[config.mk]
export PLATFORM = sky130hd
export DESIGN_NAME = smpl_thr_fifo
export DESIGN_NICKNAME = d
export VERILOG_FILES = /design/src/rtl/smpl_fifo_pkg.sv /design/src/rtl/sf_store.sv /design/src/rtl/sf_thresh.sv /design/src/rtl/sf_status.sv /design/src/rtl/smpl_thr_fifo.sv
export SDC_FILE = /design/constraint.sdc
export NUM_CORES = 1
export LEC_CHECK = 0
export CORE_MARGIN = 3
export CORE_UTILIZATION = 38
export DETAILED_ROUTE_END_ITERATION = 8
export DONT_BUFFER_PORTS = 1
export HOLD_SLACK_MARGIN = 0.08
export SYNTH_ARGS = -nofsm -noshare
export SYNTH_HDL_FRONTEND = slang
export SYNTH_SLANG_ARGS = --single-unit
[constraint.sdc]
create_clock -name clk -period 2.9 [get_ports clk]
set_input_delay 0.435 -clock clk [delete_from_list [all_inputs] [get_ports clk]]
set_output_delay 0.435 -clock clk [all_outputs]
set_load 0.02 [all_outputs]
[src/rtl/smpl_fifo_pkg.sv]
// Package: shared status bit positions and threshold result codes for the
// threshold sample FIFO. Assumes a five-bit status word.
package smpl_fifo_pkg;
    localparam int ST_W        = 5;
    localparam int ST_RX_LVL   = 0;   // receive level flag, 0x01
    localparam int ST_TX_LVL   = 1;   // transmit level flag, 0x02
    localparam int ST_OVR      = 2;   // receive overrun, 0x04
    localparam int ST_UND      = 3;   // transmit underrun, 0x08
    localparam int ST_FRM      = 4;   // framing error, 0x10

    typedef enum logic [1:0] {
        THR_OK  = 2'b00,
        THR_HI  = 2'b01,
        THR_LO  = 2'b10
    } thr_res_e;
endpackage

[src/rtl/sf_store.sv]
// Sample storage: circular buffer in flops with a fill counter.
// Produces the oldest sample combinationally and one-cycle event pulses
// for a push that found no room and a pop that found nothing.
// Assumes DEPTH >= 1; a disabled store flushes and ignores requests.
module sf_store #(
    parameter int DW    = 16,
    parameter int DEPTH = 16,
    parameter int AW    = 4,
    parameter int LW    = 5
) (
    input  logic          clk,
    input  logic          rst_n,
    input  logic          en,
    input  logic          push,
    input  logic [DW-1:0] push_data,
    input  logic          pop,
    output logic [DW-1:0] pop_data,
    output logic [LW-1:0] level,
    output logic          ovr_evt,
    output logic          udf_evt
);
    logic [DW-1:0] mem [DEPTH];
    logic [AW-1:0] wr_ptr, rd_ptr;
    logic [LW-1:0] level_q;
    logic          is_empty, is_full, pop_ok, push_ok;

    // Pointer advance with wrap at DEPTH-1 (any depth, not only powers of two).
    function automatic logic [AW-1:0] bump(input logic [AW-1:0] p);
        return (p == AW'(DEPTH - 1)) ? '0 : p + 1'b1;
    endfunction

    assign is_empty = (level_q == '0);
    assign is_full  = (level_q == LW'(DEPTH));
    assign pop_ok   = en && pop && !is_empty;
    assign push_ok  = en && push && (!is_full || pop_ok);
    assign ovr_evt  = en && push && !push_ok;
    assign udf_evt  = en && pop && is_empty;
    assign pop_data = (en && !is_empty) ? mem[rd_ptr] : '0;
    assign level    = level_q;

    // Sample write into the slot under the write pointer.
    always_ff @(posedge clk) begin
        if (push_ok) mem[wr_ptr] <= push_data;
    end

    // Pointer and fill-level update; flush while disabled.
    always_ff @(posedge clk) begin
        if (!rst_n || !en) begin
            wr_ptr  <= '0;
            rd_ptr  <= '0;
            level_q <= '0;
        end else begin
            if (push_ok) wr_ptr <= bump(wr_ptr);
            if (pop_ok)  rd_ptr <= bump(rd_ptr);
            case ({push_ok, pop_ok})
                2'b10:   level_q <= level_q + 1'b1;
                2'b01:   level_q <= level_q - 1'b1;
                default: level_q <= level_q;
            endcase
        end
    end

    p_level_bound_r1: assert property (@(posedge clk) disable iff (!rst_n)
        level_q <= LW'(DEPTH));
    p_flush_r10: assert property (@(posedge clk) disable iff (!rst_n)
        !en |=> level_q == '0);
    p_drop_keeps_level_r4: assert property (@(posedge clk) disable iff (!rst_n)
        en && push && !pop && is_full |=> level_q == LW'(DEPTH));
    p_pushpop_level_r11: assert property (@(posedge clk) disable iff (!rst_n)
        en && push && pop && !is_empty |=> level_q == $past(level_q));
endmodule

[src/rtl/sf_thresh.sv]
// Threshold register with range check. A write inside [MIN_THR, DEPTH]
// is stored; any other write is refused and the reason is latched.
// Assumes MIN_THR <= DEPTH and that LW can hold DEPTH.
module sf_thresh
    import smpl_fifo_pkg::*;
#(
    parameter int DEPTH   = 16,
    parameter int MIN_THR = 1,
    parameter int LW      = 5
) (
    input  logic          clk,
    input  logic          rst_n,
    input  logic          wr,
    input  logic [LW-1:0] wdata,
    output logic [LW-1:0] thr,
    output logic [1:0]    err
);
    localparam int THR_RST = (DEPTH / 2 < MIN_THR) ? MIN_THR : DEPTH / 2;

    logic too_hi, too_lo;
    assign too_hi = wdata > LW'(DEPTH);
    assign too_lo = wdata < LW'(MIN_THR);

    // Threshold store and write-result latch.
    always_ff @(posedge clk) begin
        if (!rst_n) begin
            thr <= LW'(THR_RST);
            err <= THR_OK;
        end else if (wr) begin
            if (too_hi)      err <= THR_HI;
            else if (too_lo) err <= THR_LO;
            else begin
                err <= THR_OK;
                thr <= wdata;
            end
        end
    end

    p_reject_keeps_r3: assert property (@(posedge clk) disable iff (!rst_n)
        wr && (too_hi || too_lo) |=> thr == $past(thr));
    p_thr_in_range_r3: assert property (@(posedge clk) disable iff (!rst_n)
        thr >= LW'(MIN_THR) && thr <= LW'(DEPTH));
    p_err_onehot_r3: assert property (@(posedge clk) disable iff (!rst_n)
        $onehot0(err));
endmodule

[src/rtl/sf_status.sv]
// Status word, interrupt enable mask and registered interrupt.
// Level flags pass through; error events latch until a one is written
// to the matching clear strobe, with a same-cycle event taking priority.
// Assumes the two level flag inputs are already variant-gated.
module sf_status
    import smpl_fifo_pkg::*;
(
    input  logic            clk,
    input  logic            rst_n,
    input  logic            rx_lvl,
    input  logic            tx_lvl,
    input  logic            ovr_evt,
    input  logic            udf_evt,
    input  logic            frm_evt,
    input  logic [ST_W-1:0] clr,
    input  logic [ST_W-1:0] ien_set,
    input  logic [ST_W-1:0] ien_clr,
    output logic [ST_W-1:0] status,
    output logic [ST_W-1:0] ien,
    output logic            irq
);
    logic [ST_W-1:0] sticky_q, ev, lvl;

    // Event vector in status-bit positions; level flags never latch.
    always_comb begin
        ev         = '0;
        ev[ST_OVR] = ovr_evt;
        ev[ST_UND] = udf_evt;
        ev[ST_FRM] = frm_evt;
        lvl            = '0;
        lvl[ST_RX_LVL] = rx_lvl;
        lvl[ST_TX_LVL] = tx_lvl;
    end

    assign status = sticky_q | lvl;

    // Sticky error bits: clear by strobe, set by event, event wins.
    always_ff @(posedge clk) begin
        if (!rst_n) sticky_q <= '0;
        else        sticky_q <= (sticky_q & ~clr) | ev;
    end

    // Interrupt enable mask with separate set and clear strobes, clear wins.
    always_ff @(posedge clk) begin
        if (!rst_n) ien <= '0;
        else        ien <= (ien | ien_set) & ~ien_clr;
    end

    // Registered interrupt from the masked status.
    always_ff @(posedge clk) begin
        if (!rst_n) irq <= 1'b0;
        else        irq <= |(status & ien);
    end

    p_ovr_sets_r4: assert property (@(posedge clk) disable iff (!rst_n)
        ovr_evt |=> status[ST_OVR]);
    p_und_sets_r5: assert property (@(posedge clk) disable iff (!rst_n)
        udf_evt |=> status[ST_UND]);
    p_frm_sets_r6: assert property (@(posedge clk) disable iff (!rst_n)
        frm_evt |=> status[ST_FRM]);
    p_clear_works_r7: assert property (@(posedge clk) disable iff (!rst_n)
        clr[ST_OVR] && !ovr_evt |=> !status[ST_OVR]);
    p_sticky_holds_r7: assert property (@(posedge clk) disable iff (!rst_n)
        status[ST_FRM] && !clr[ST_FRM] |=> status[ST_FRM]);
    p_ien_clr_wins_r8: assert property (@(posedge clk) disable iff (!rst_n)
        ien_clr != '0 |=> (ien & $past(ien_clr)) == '0);
    p_irq_needs_mask_r9: assert property (@(posedge clk) disable iff (!rst_n)
        $rose(irq) |-> $past(ien) != '0);
endmodule

[src/rtl/smpl_thr_fifo.sv]
// Top: one-direction threshold sample FIFO. IS_RX selects the receive
// variant (level flag on reaching threshold, overrun on lost push) or the
// transmit variant (level flag on falling to threshold, underrun on empty
// pop). Assumes single clock, synchronous active-low reset.
module smpl_thr_fifo
    import smpl_fifo_pkg::*;
#(
    parameter  int IS_RX   = 1,
    parameter  int DW      = 16,
    parameter  int DEPTH   = 16,
    parameter  int MIN_THR = 1,
    localparam int LW      = $clog2(DEPTH + 1)
) (
    input  logic            clk,
    input  logic            rst_n,
    input  logic [1:0]      dir_en,
    input  logic            push,
    input  logic [DW-1:0]   push_data,
    input  logic            pop,
    output logic [DW-1:0]   pop_data,
    input  logic            thr_we,
    input  logic [LW-1:0]   thr_wdata,
    output logic [LW-1:0]   thr_q,
    output logic [1:0]      thr_err,
    input  logic [ST_W-1:0] ien_set,
    input  logic [ST_W-1:0] ien_clr,
    output logic [ST_W-1:0] ien_q,
    input  logic [ST_W-1:0] stat_clr,
    input  logic            frame_err,
    output logic [LW-1:0]   level,
    output logic [ST_W-1:0] status,
    output logic            irq
);
    localparam int AW = (DEPTH > 1) ? $clog2(DEPTH) : 1;

    logic fifo_en, ovr_raw, udf_raw, ovr_use, udf_use, rx_flag, tx_flag;

    // Direction enable, overflow/underflow and level flags per variant.
    generate
        if (IS_RX != 0) begin : g_rx
            assign fifo_en = dir_en[0];
            assign ovr_use = ovr_raw;
            assign udf_use = 1'b0;
            assign rx_flag = level >= thr_q;
            assign tx_flag = 1'b0;
        end else begin : g_tx
            assign fifo_en = dir_en[1];
            assign ovr_use = 1'b0;
            assign udf_use = udf_raw;
            assign rx_flag = 1'b0;
            assign tx_flag = level <= thr_q;
        end
    endgenerate

    // Keep the unused direction bit and event referenced for lint.
    logic unused_ok;
    assign unused_ok = ^{dir_en, ovr_raw, udf_raw};

    sf_store #(.DW(DW), .DEPTH(DEPTH), .AW(AW), .LW(LW)) u_store (
        .clk       (clk),
        .rst_n     (rst_n),
        .en        (fifo_en),
        .push      (push),
        .push_data (push_data),
        .pop       (pop),
        .pop_data  (pop_data),
        .level     (level),
        .ovr_evt   (ovr_raw),
        .udf_evt   (udf_raw)
    );

    sf_thresh #(.DEPTH(DEPTH), .MIN_THR(MIN_THR), .LW(LW)) u_thr (
        .clk   (clk),
        .rst_n (rst_n),
        .wr    (thr_we),
        .wdata (thr_wdata),
        .thr   (thr_q),
        .err   (thr_err)
    );

    sf_status u_stat (
        .clk     (clk),
        .rst_n   (rst_n),
        .rx_lvl  (rx_flag),
        .tx_lvl  (tx_flag),
        .ovr_evt (ovr_use),
        .udf_evt (udf_use),
        .frm_evt (frame_err),
        .clr     (stat_clr),
        .ien_set (ien_set),
        .ien_clr (ien_clr),
        .status  (status),
        .ien     (ien_q),
        .irq     (irq)
    );

    p_wrong_flag_zero_r2: assert property (@(posedge clk) disable iff (!rst_n)
        (IS_RX != 0) ? !status[ST_TX_LVL] : !status[ST_RX_LVL]);
    p_empty_reads_zero_r1: assert property (@(posedge clk) disable iff (!rst_n)
        level == '0 |-> pop_data == '0);
endmodule

==> summary.txt <==
Status -> completed
Max_cap viols -> 0
Root buffer cell -> clkbuf_16
Critical setup path kind -> reg -> out
Die W -> 181.3 um
Int Pwr -> 6.602 mW
Share of total power in sequential cells -> 55.9%
Final Cycle Share -> 95.32%
Initial drt markers -> 445
Synth Flop Type -> edfxtp_1
Relative slew slack -> 16.45%
Finish-stage setup viols -> 0
Grt ovf -> 0
Chip Height -> 181.3 um
CTS Buffer Depth -> 3
DR WL/cell -> 22.96 um
Core Footprint -> 29,950 um^2
CTS tree -> built
Fin nets -> 749
Clock Skew -> 10.70 ps
R2R Setup Slk -> 350 ps
Maximum vdd ir drop -> 378.2 uV
CP Buf/Inv Count -> 1
Residual DRC -> 0
Die Area -> 32,880 um^2
TritonCTS Buffers -> 30
Vias in the first global route -> 6,451
Slowest stage cell, crit path -> dfxtp_2
Proportion of layout cells with a drive suffix above 1 -> 21.19%
PD cells -> 607.4 nW/um^2
Vias/cell -> 5.425
Startpoint types -> flop
GPL Wtd Cong -> 0.7935
Combinational Power Share -> 2.8%
Static Leak -> 4.275 nW
TNS Setup -> 0 ps
Mapped cell area -> 11,680 um^2
Largest stage delay, worst path -> 600 ps
Crit-path leading delay family -> multiplexers
Synthesis-to-layout area growth -> 16.02%
Synth warnings -> 0
Final hold viol count -> 0
Hold WC Path Type -> in -> reg
Detailed-route via count -> 5,962
Site Rows -> 63
Final min period -> 2764 ps
Synth Instances -> 622
Max Clk Rate -> 361.8 MHz
First-pass GRT wire length -> 38,920 um
EDFF count, synth -> 256
Crit path cell chain -> buf_4 > mux4_2 > mux2i_1 > o22ai_1
CP endpoint kind -> output pin
Clk network pwr share -> 41.3%
Total power -> 8.233 mW
H-tree Lvls -> 1
RSZ-0062 raised after global routing -> no
Starting Density -> 39.00%
Clk_lat worst skew -> 540 ps
Post-route antenna net violation count -> 0
Slew Limit Fails -> 0
GRT Util Overall -> 15.35%
Clk sink count -> 291
Asr flop ratio synth -> 0%
CP max FO -> 10
Syn avg cell area -> 18.78 um^2
Netlist cell types -> 60
Slew of the pin with the lowest slew margin -> 1253 ps
I/O pin count -> 83
Post-synthesis sequential area ratio -> 71.80%
Sw Pwr -> 1.631 mW
Final WL -> 25,230 um
Drt pass-1 iters -> 6
Worst Path Arrival -> 2330 ps
I/O Buffers -> 0
Synth Register Bits -> 291
Sw frac -> 19.81%
Largest net degree at the start of global routing -> 27
Req. time, crit path -> 2470 ps
Initial antenna violation count -> 1
FILL cells -> 2,551
Worst-path clk slew -> 60 ps
Final Util -> 45.25%
DP Wirelength -> 14,450 um
Synthesized net count -> 680
worst reg2reg max path, stage by stage (launching register included):
cell and delay, ps:
dfxtp_1 350, or4_4 230, o21bai_2 180, nor3b_1 380, and2_1 1010
metal layers:
layer | track usage, % | routed length [um]
met1 | 19.74 | 10360
met2 | 26.61 | 12930
met3 | 3.684 | 1480
met4 | 3.352 | 457
met5 | 0 | 0
cell usage after synthesis (all sizes together), types with 7 or more instances:
| cell type | n | share of area [%] |
|---|---|---|
| and2 | 10 | 0.54 |
| a21oi | 13 | 0.56 |
| inv | 10 | 0.32 |
| and3 | 7 | 0.42 |
| nand2 | 12 | 0.39 |
| clkbuf | 10 | 0.35 |
| o21ai | 8 | 0.34 |
| mux2i | 38 | 3.3 |
| nor2 | 20 | 0.64 |
| ha | 13 | 1.4 |
| mux4 | 62 | 12 |
| nor2b | 7 | 0.37 |
| nand3 | 9 | 0.39 |
| edfxtp | 256 | 66 |
| o22ai | 13 | 0.70 |
| buf | 27 | 1.4 |
| dfxtp | 35 | 6.0 |
kinds of logic after synthesis:
kind of cell	after synthesis	synth area share, %
DFF	291	71.80
and+or+nand+nor	98	4.830
buffers and inverters	47	2.110
adders and majority gates	14	1.564
AOI/OAI and AO/OA	65	3.898
muxes	103	15.50
xor gates and xnor gates	4	0.2999
what timing repair did:
| item | 4_1_cts | 5_1_grt |
|---|---|---|
| cloned | 0 | 0 |
| endpoints found under the hold margin | 275 | 0 |
| endpoints found under the setup margin | 15 | 11 |
| buffers inserted | 0 | 2 |
| gates resized for setup | 4 | 0 |
| hold buffers | 38 | 0 |
layout by cell type (no fill, tap or decap), types with 7 or more instances in the layout:
cell type      netlist  routed
a21oi_1             13      13
and2_1              10      10
buf_4               11      29
clkbuf_1             9       9
clkbuf_16            0      31
dfxtp_1             35      31
dlygate4sd3_1        0      38
edfxtp_1           256     256
ha_1                13      13
inv_1               10      10
mux2i_1             38      38
mux4_2              62      62
nand2_1             12      12
nand3_1              9       9
nor2_1              20      20
nor2b_1              7       7
o21ai_0              7       7
o22ai_1             13      13
path summary, 6_finish.rpt:
check	endpoint	cells past startpoint	startpoint
worst max-delay path	pop_data[1]	4	flop
worst min-delay path	u_stat.sticky_q[4]	2	stat_clr[4]
worst max register to register	u_store.mem[9][14]	4	u_store.level[1]
worst min register to register	u_stat.sticky_q[0]	1	u_stat.sticky_q[0]
power by group through the flow:
stage | Clock, mW | Combinational, mW | Sequential, mW
after global routing | 3.66 | 0.257 | 4.60
after floorplan | 0 | 0.117 | 4.69
final | 3.40 | 0.234 | 4.60
after detailed placement | 0 | 0.141 | 4.69
after global placement | 0 | 0.137 | 4.69
after CTS | 3.47 | 0.229 | 4.60
cell type report:
class	count	area, um^2	share of cell area (%)
diodes	1	2.502	0.01846
repair buffers	74	729.5	5.382
clock buffers	40	809.5	5.973
inverters	10	37.54	0.2769
flip-flops and latches	291	8396	61.94
multi-input cells	284	3050	22.51
well taps	390	488.0	3.600
clock inverters	9	41.29	0.3046
through the flow:
stage          worst slack, ps  cells  cell area, um^2  hold WS (ps)
2_1_floorplan            370.5    622            11680         471.4
3_3_place_gp             389.1   1009            12270         484.9
3_5_place_dp             323.7   1009            12270         495.2
4_1_cts                  12.45   1096            13510         93.98
5_1_grt                  7.498   1099            13550         116.6
6_report                 135.7   1099            13550         118.5
sequential cells by signal, summed over array words and instances (netlist names), named ones only:
name / count
u_store.mem: 256
u_stat.ien: 5
u_stat.sticky_q: 5
u_store.level: 5
u_thr.thr: 5
u_store.rd_ptr: 4
u_store.wr_ptr: 4
u_thr.err: 2
u_stat.irq: 1
Power figures use the tool's default switching activity.
